**src/rtl/sigc_pkg.sv**
```systemverilog
package sigc_pkg;

    typedef enum logic [1:0] {
        ST_IDLE  = 2'd0,
        ST_CAPT  = 2'd1,
        ST_FLUSH = 2'd2
    } run_st_e;

    typedef struct packed {
        logic done;
        logic mis;
    } flag_regs_t;

endpackage

```
**src/rtl/sigc_chain.sv**
```systemverilog
module sigc_chain #(
    parameter int N = 8
) (
    input  logic         clk,
    input  logic         rst_n,
    input  logic         clr,
    input  logic         shift,
    input  logic         zero_in,
    input  logic [N-1:0] mon_i,
    output logic         tail_o
);

    logic [N-1:0] din;
    logic [N-1:0] step;
    logic [N-1:0] cell_d, cell_q;

    assign din = zero_in ? '0 : mon_i;

    // Each cell folds its node into the value arriving from upstream.
    assign step[0] = din[0];
    generate
        for (genvar i = 1; i < N; i++) begin : g_cell
            assign step[i] = din[i] ^ cell_q[i-1];
        end
    endgenerate

    always_comb begin
        cell_d = cell_q;
        if (clr)
            cell_d = '0;
        else if (shift)
            cell_d = step;
    end

    always_ff @(posedge clk or negedge rst_n) begin
        if (!rst_n) cell_q <= '0;
        else        cell_q <= cell_d;
    end

    assign tail_o = cell_q[N-1];

endmodule

```
**src/rtl/sigc_lfsr.sv**
```systemverilog
module sigc_lfsr #(
    parameter int           W    = 16,
    parameter logic [W-1:0] POLY = 16'h6801,
    parameter logic [W-1:0] SEED = 16'h0001
) (
    input  logic         clk,
    input  logic         rst_n,
    input  logic         clr,
    input  logic         shift,
    input  logic         ser_i,
    output logic [W-1:0] state_o,
    output logic [W-1:0] next_o
);

    logic [W-1:0] s_d, s_q;
    logic         fb;

    assign fb = s_q[W-1] ^ ser_i;

    always_comb begin
        s_d = s_q;
        if (clr)
            s_d = SEED;
        else if (shift)
            s_d = {s_q[W-2:0], 1'b0} ^ (fb ? POLY : '0);
    end

    always_ff @(posedge clk or negedge rst_n) begin
        if (!rst_n) s_q <= SEED;
        else        s_q <= s_d;
    end

    assign state_o = s_q;
    assign next_o  = s_d;

endmodule

```
**src/rtl/sigc_ctrl.sv**
```systemverilog
module sigc_ctrl
    import sigc_pkg::*;
#(
    parameter int N = 8
) (
    input  logic clk,
    input  logic rst_n,
    input  logic en_i,
    input  logic start_i,
    input  logic flush_i,
    output logic shift_o,
    output logic zero_o,
    output logic last_o
);

    localparam int CNT_W = (N > 1) ? $clog2(N) : 1;
    localparam logic [CNT_W-1:0] CNT_LAST = CNT_W'(N - 1);

    typedef struct packed {
        run_st_e          st;
        logic [CNT_W-1:0] cnt;
    } ctrl_regs_t;

    ctrl_regs_t r_d, r_q;

    always_comb begin
        r_d = r_q;
        if (start_i) begin
            r_d.st  = ST_CAPT;
            r_d.cnt = '0;
        end else if (en_i) begin
            unique case (r_q.st)
                ST_CAPT: begin
                    if (flush_i) begin
                        r_d.st  = ST_FLUSH;
                        r_d.cnt = '0;
                    end
                end
                ST_FLUSH: begin
                    if (r_q.cnt == CNT_LAST) r_d.st = ST_IDLE;
                    else                     r_d.cnt = r_q.cnt + 1'b1;
                end
                default: r_d.st = ST_IDLE;
            endcase
        end
    end

    always_ff @(posedge clk or negedge rst_n) begin
        if (!rst_n) begin
            r_q.st  <= ST_IDLE;
            r_q.cnt <= '0;
        end else begin
            r_q <= r_d;
        end
    end

    assign shift_o = !start_i && en_i &&
                     ((r_q.st == ST_CAPT && !flush_i) || r_q.st == ST_FLUSH);
    assign zero_o  = (r_q.st == ST_FLUSH);
    assign last_o  = !start_i && en_i && r_q.st == ST_FLUSH && r_q.cnt == CNT_LAST;

endmodule

```
**src/rtl/sig_compactor.sv**
```systemverilog
module sig_compactor
    import sigc_pkg::*;
#(
    parameter int N = 8,
    parameter int W = 16
) (
    input  logic         clk,
    input  logic         rst_n,
    input  logic         sig_en_i,
    input  logic         start_i,
    input  logic         flush_i,
    input  logic [N-1:0] mon_i,
    input  logic [W-1:0] golden_i,
    output logic [W-1:0] sig_o,
    output logic         done_o,
    output logic         mismatch_o
);

    logic         shift, zero_in, last, tail;
    logic [W-1:0] lfsr_next;
    flag_regs_t   f_d, f_q;

    sigc_ctrl #(.N(N)) u_ctrl (
        .clk     (clk),
        .rst_n   (rst_n),
        .en_i    (sig_en_i),
        .start_i (start_i),
        .flush_i (flush_i),
        .shift_o (shift),
        .zero_o  (zero_in),
        .last_o  (last)
    );

    sigc_chain #(.N(N)) u_chain (
        .clk     (clk),
        .rst_n   (rst_n),
        .clr     (start_i),
        .shift   (shift),
        .zero_in (zero_in),
        .mon_i   (mon_i),
        .tail_o  (tail)
    );

    sigc_lfsr #(.W(W)) u_lfsr (
        .clk     (clk),
        .rst_n   (rst_n),
        .clr     (start_i),
        .shift   (shift),
        .ser_i   (tail),
        .state_o (sig_o),
        .next_o  (lfsr_next)
    );

    always_comb begin
        f_d      = f_q;
        f_d.done = last;
        if (start_i)
            f_d.mis = 1'b0;
        else if (last)
            f_d.mis = (lfsr_next != golden_i);
    end

    always_ff @(posedge clk or negedge rst_n) begin
        if (!rst_n) f_q <= '0;
        else        f_q <= f_d;
    end

    assign done_o     = f_q.done;
    assign mismatch_o = f_q.mis;

endmodule

```
**config.mk**
```make
export PLATFORM = sky130hd
export DESIGN_NAME = sig_compactor
export DESIGN_NICKNAME = d
export VERILOG_FILES = /design/src/rtl/sigc_pkg.sv /design/src/rtl/sigc_chain.sv /design/src/rtl/sigc_lfsr.sv /design/src/rtl/sigc_ctrl.sv /design/src/rtl/sig_compactor.sv
export SDC_FILE = /design/constraint.sdc
export NUM_CORES = 1
export LEC_CHECK = 0
export ABC_CLOCK_PERIOD_IN_PS = 2100
export CORE_MARGIN = 2
export CORE_UTILIZATION = 35
export CTS_CLUSTER_DIAMETER = 30
export DETAILED_ROUTE_END_ITERATION = 10
export SYNTH_ARGS = -nofsm -noshare
export SYNTH_HDL_FRONTEND = slang
export SYNTH_SLANG_ARGS = --single-unit
```
**constraint.sdc**
```tcl
create_clock -name clk -period 2.1 [get_ports clk]
set_clock_uncertainty 0.1 [all_clocks]
set_input_delay 0.525 -clock clk [delete_from_list [all_inputs] [get_ports clk]]
set_output_delay 0.525 -clock clk [all_outputs]
set_load 0.01 [all_outputs]
```
Word-level counts from Yosys, hierarchy flattened
Index checks and enable logic that the tools add are counted.

cells by class
  $add $sub $neg = 1
  equal/unequal tests = 7
  mux-type cells = 15
  bitwise gates (word level) = 9
  reduce and logical (&&, ||, !) cells = 14

operator list
  cell                 count
  $mux 16              2
  $mux 8               3
  $ne 16x16->1         1
  $xor 16x16->16       1
  $mux 15              1
  $mux 5               3
  $ne 3x3->1 const B   3
  $xor 1x1->1          8
  $pmux 3 s2           1
  $reduce_bool 2->1    3
  $logic_and 1x1->1    5
  $pmux 2 s2           1
  $reduce_and 4->1     1
  $add 3x1->3 const B  1
  $eq 3x3->1 const B   1
  $mux 3               1
  $reduce_and 3->1     1
  $reduce_bool 3->1    1
  $eq 2x1->1 const B   1
  $eq 2x2->1 const B   1
  $logic_not 1->1      2
  $mux 1               2
  $mux 2               1
  $logic_or 1x1->1     1

word-level totals
  register bits = 31
  bits of input ports = 29
  output and inout port bits = 18
  logic and storage cells = 52

Longest topological paths before layout
  word-level depth = 9
  depth in mapped cells = 8

Modules after synthesis
Synthesis repeated with hierarchy kept, for this count alone.

second synthesis, totals
  cells, all modules = 168
  area total of the unflattened synthesis = 1800.5 um^2

by module, submodules not included
  module         times used  cells each  area an instance (um^2)  sequential area each (um^2)
  sigc_lfsr      1           62          694.4                    401.6
  sigc_chain     1           49          534.3                    200.2
  sigc_ctrl      1           32          337.8                    125.1
  sig_compactor  1           25          234.0                    50.0

Worst setup path after synthesis
No wires, ideal clock.

  kind = input port to flip-flop
  from = input sig_en_i
  to = register f_q, in the netlist mismatch_o
  setup time = 142 ps
  data arrival time = 1873 ps
  path slack = -15 ps
  stages = 8
  path through = buf_2 nor2b_1 buf_2 o211ai_1 and3_1 nor4b_1 and4_1 a41oi_2

on the way
  word-level cells in the longest chain between the ends = 7
  elaborated cells on any way between the ends = 10

ends and longest elaborated chain
  item                    line                              RTL
  start: declaration      sig_compactor.sv:9                input logic sig_en_i,
  $logic_and 1x1->1 (*)   sigc_ctrl.sv:57, sigc_ctrl.sv:60
  $logic_and 1x1->1       sigc_ctrl.sv:57                   assign shift_o = !start_i && en_i &&
  $mux 16                 sigc_lfsr.sv:24                   else if (shift)
  $mux 16                 sigc_lfsr.sv:22                   if (clr)
  $ne 16x16->1            sig_compactor.sv:60               f_d.mis = (lfsr_next != golden_i);
  $mux 1                  sig_compactor.sv:59               else if (last)
  $mux 1                  sig_compactor.sv:57               if (start_i)
  end signal: assignment  sig_compactor.sv:64               if (!rst_n) f_q <= '0;
  end signal: assignment  sig_compactor.sv:65               else f_q <= f_d;
  end: declaration        sig_compactor.sv:21               flag_regs_t f_d, f_q;

Every way passes the cells marked *; elsewhere a longest branch is shown, timed or not. The select of a mux whose other input is x is not followed.
A chain may end at the register's enable or synchronous reset.

Final worst setup path
  from = register u_ctrl.r_q[3] (netlist bit)
  to = register f_q, in the netlist mismatch_o

on the way
  word-level cells in the longest chain between the ends = 9
  elaborated cells on any way between the ends = 13

ends and longest elaborated chain
  item                      line                 RTL
  start: declaration        sigc_ctrl.sv:24      ctrl_regs_t r_d, r_q;
  start signal: assignment  sigc_ctrl.sv:53      r_q <= r_d;
  $eq 2x1->1                sigc_ctrl.sv:58      ((r_q.st == ST_CAPT && !flush_i) || r_q.st == ST_FLUSH);
  $logic_and 1x1->1         sigc_ctrl.sv:58
  $logic_or 1x1->1 (*)      sigc_ctrl.sv:58
  $logic_and 1x1->1 (*)     sigc_ctrl.sv:57
  $mux 16 (*)               sigc_lfsr.sv:24
  $mux 16 (*)               sigc_lfsr.sv:22
  named net lfsr_next[13]   sig_compactor.sv:20  logic [W-1:0] lfsr_next;
  $ne 16x16->1 (*)          sig_compactor.sv:60
  $mux 1 (*)                sig_compactor.sv:59
  $mux 1 (*)                sig_compactor.sv:57

The timed path passes the listed nets; every way through them passes the cells marked *. The select of a mux whose other input is x is not followed.

==> impl_results.md <==
- Mean cell area of the mapped netlist: 9.57 um2
- Top_reg_cell synth: dfrtp_1
- Final setup violation count: 0
- Core occupancy in the finished layout: 0.546
- Number of fill cells: 469
- Portion of the clock cycle consumed by the worst path in the final layout: 0.998
- Global placement routability congestion: 0.794
- Overflow after GRT: 0
- Highest cell delay on the worst timing path: 0.47 ns
- Number of standard cells after synthesis: 189
- Number of remaining DRC errors: 0
- Largest fanout on the critical path: 5
- Routed len/inst: 14.4 um
- Slew margin rel.: 0.729
- Total global-route track usage: 0.183
- Critical path class: flip-flop to flip-flop
- Largest voltage drop on the vdd net: 0.245 mV
- Area of the multi-input gates: 998 um2
- Count of standard-cell rows: 26
- Worst Setup End Kind: flip-flop
- Diodes inserted: 0
- Synth Area in XOR/XNOR: 0.0823
- Flop2flop setup slack: 0.004 ns
- Type of the most critical hold path: flip-flop to flip-flop
- Net count after synthesis: 220
- Power density over cell area: 549 nW/um2
- Vias in the first global route: 1601
- Worst-path cell chain: nor3b_4, buf_4, o21a_4, a32o_1, xor2_1, nor4_2, a41oi_2
- Outcome: completed
- Synthesis warning total: 0
- Area overhead of the layout relative to synthesis: 52.2%
- Max Clock Freq: 477 MHz
- Mux cell area share after synthesis: 0.0111
- Die height: 75.9 um
- Worst path setup slack after routing: 0.00414 ns
- Post-synth cell types: 44
- Basic-gate share of the synthesized area counting and, or, nand and nor cells: 0.263
- RSZ-0062 raised after global routing: true
- Storage element area: 779 um2
- Number of routed nets with antenna violations: 0
- Most common library cell in the layout ignoring fill and taps: clkdlybuf4s50_1
- Bufs on Longest Clock Path: 2
- Worst slack at placement: -0.716 ns
- Via count of the routed design: 1718
- Ports placed on the boundary: 47
- CP Launch Type: flip-flop
- Data arrival time at the worst-slack endpoint: 2.15 ns
- Number of input and output port buffers inserted: 46
- Routed Wire Length: 4.88 mm
- Critical-path cell with the highest stage delay: dfrtp_2
- Register area share after synthesis: 0.429
- Synth Area in Adders: 0.0138
- Per-cell via count in the routed design: 5.05
- Worst reg2reg path depth: 7
- Overall power: 0.00151 W
- Clk Latency, worst-skew pair: 0.29 ns
- End point of the most critical hold path: u_chain.cell_q[1]
- Hold-fix buffers, CTS: 0
- Data required time of the critical path: 2.15 ns
- Number of enable flip-flop cells after synthesis: 0
- First-pass GRT wire length: 7.74 mm
- Total die area: 5760 um2
- Number of sinks on the clock net: 31
- First-pass detailed-route iteration total: 4
- Most frequent cells in the layout: 43 x clkdlybuf4s50_1, 32 x buf_4, 28 x dfrtp_1
- CTS buffer count: 5
- Slew at the pin closest to its max-slew limit: 0.406 ns
- Standard cell core area: 5040 um2
- DR iter-0 viols: 89
- Effective utilization at floorplan: 0.359
- Count of pins over their slew limit: 0
- Antenna violations before repair: 0
- Die Width: 75.9 um
- R2r startpoint: u_ctrl.r_q[3]
- Dominant combinational cell family by area after synthesis: simple AND/OR/NAND/NOR gates
- Synthesized flop and latch total: 31
- Clock-pin slew of the registers on the worst-case setup and hold paths: 0.07 ns
- Shortest clock period the worst path allows after layout: 2.10 ns
- Final count of hold timing violations: 0
- Maximum number of pins on one net before global-route repair: 32
- HPWL after detailed placement: 3.59 mm
- Critical register-to-register path endpoint: mismatch_o
- Worst hold path startpoint: u_chain.cell_q[1]
- Cell count of the worst hold path: 2
- Cell at the root of the clock tree: clkbuf_8
- Share of the synthesized area in compound gates (AO/OA/AOI/OAI): 0.161
- Netlist Area Pre-Place: 1810 um2
- CTS tree: done
- Post-synthesis async set-or-reset flop share: 1.00
- Final layout net count: 300
- Max Cap Violations: 0
- Leakage power of the design: 1.27 nW
- Depth of the CTS H-tree: 2
- Share of post-route cells with drive strength above 1: 0.230
-- where the power goes --
group | switching [W] | internal, W | leakage [nW]
combinational | 0.000114 | 0.000140 | 0.785
clock | 0.000240 | 0.000384 | 0.0612
sequential | 0.0000176 | 0.000616 | 0.420
-- layer usage --
layer  up-vias  track usage  part of all wire
met2        38        0.267              0.47
met1       814        0.265              0.48
met3         7       0.0450             0.038
li1        859            -                 -
met5         -            0                 0
met4         0       0.0604             0.015
-- area by class of cell --
class / instances / share of cell area
clock buffer: 6 / 0.0300
sequential: 31 / 0.283
clock inverter: 2 / 0.0127
timing repair buffer: 83 / 0.279
multi-input combinational: 147 / 0.363
inverter: 1 / 0.00136
tap: 70 / 0.0318
-- cells in the mapped netlist (all sizes together) (3+ instances only) --
cell	number	area, um2
a21oi	12	60.1
a22o	3	26.3
and3	7	48.8
buf	6	51.3
clkbuf	4	15.0
dfrtp	30	751
nand2	26	100
nand3	15	75.1
nand4	10	62.6
nor2	5	18.8
nor2b	4	32.5
nor3b	3	33.8
nor4b	4	41.3
o211ai	10	75.1
o21ai	11	58.8
xor2	16	140
-- cells by family after synthesis --
family | count (synthesis)
multiplexers | 2
flip-flops | 31
AND/OR/NAND/NOR | 83
AO/OA/AOI/OAI | 43
XOR/XNOR | 17
buffers and inverters | 11
adder cells (fa/ha/maj) | 2
-- through the flow --
stage	setup TNS, ns	cells	hold slack, ns	cell area (um2)
after floorplan	0	189	0.129	1810
after global routing	-0.0876	340	0.463	2750
after detailed placement	-1.30	326	0.412	2520
after CTS	0	337	0.428	2710
after global placement	-1.22	326	0.404	2520
final	0	340	0.423	2750
-- registers in the layout, summed over array words and instances, names as in the netlist --
| name | cells |
|---|---|
| mismatch_o | 1 |
| done_o | 1 |
| u_lfsr.state_o | 16 |
| u_ctrl.r_q | 5 |
| u_chain.cell_q | 8 |
-- worst max-delay path, delay by kind of cell (launching register included) --
| family | cells | cell delay, ns |
|---|---|---|
| xor gates and xnor gates | 1 | 0.15 |
| buffers and inverters | 1 | 0.13 |
| AOI/OAI and AO/OA | 3 | 0.59 |
| and+or+nand+nor | 2 | 0.51 |
| DFF | 1 | 0.47 |
-- what timing repair did --
item,4_1_cts,5_1_grt
setup endpoints to repair,1,1
resized for setup,12,5
pin swaps,4,8
setup buffers,3,3
-- how the worst max path moves through the flow --
stage	start	endpoint	depth (start not counted)
6_report	u_ctrl.r_q[3]	mismatch_o	7
5_1_grt	u_ctrl.r_q[3]	mismatch_o	7
4_1_cts	u_ctrl.r_q[4]	mismatch_o	8
3_5_place_dp	sig_en_i	mismatch_o	8
3_3_place_gp	sig_en_i	mismatch_o	8
2_1_floorplan	sig_en_i	mismatch_o	8
No activity file was read; power rests on OpenSTA's default activity.
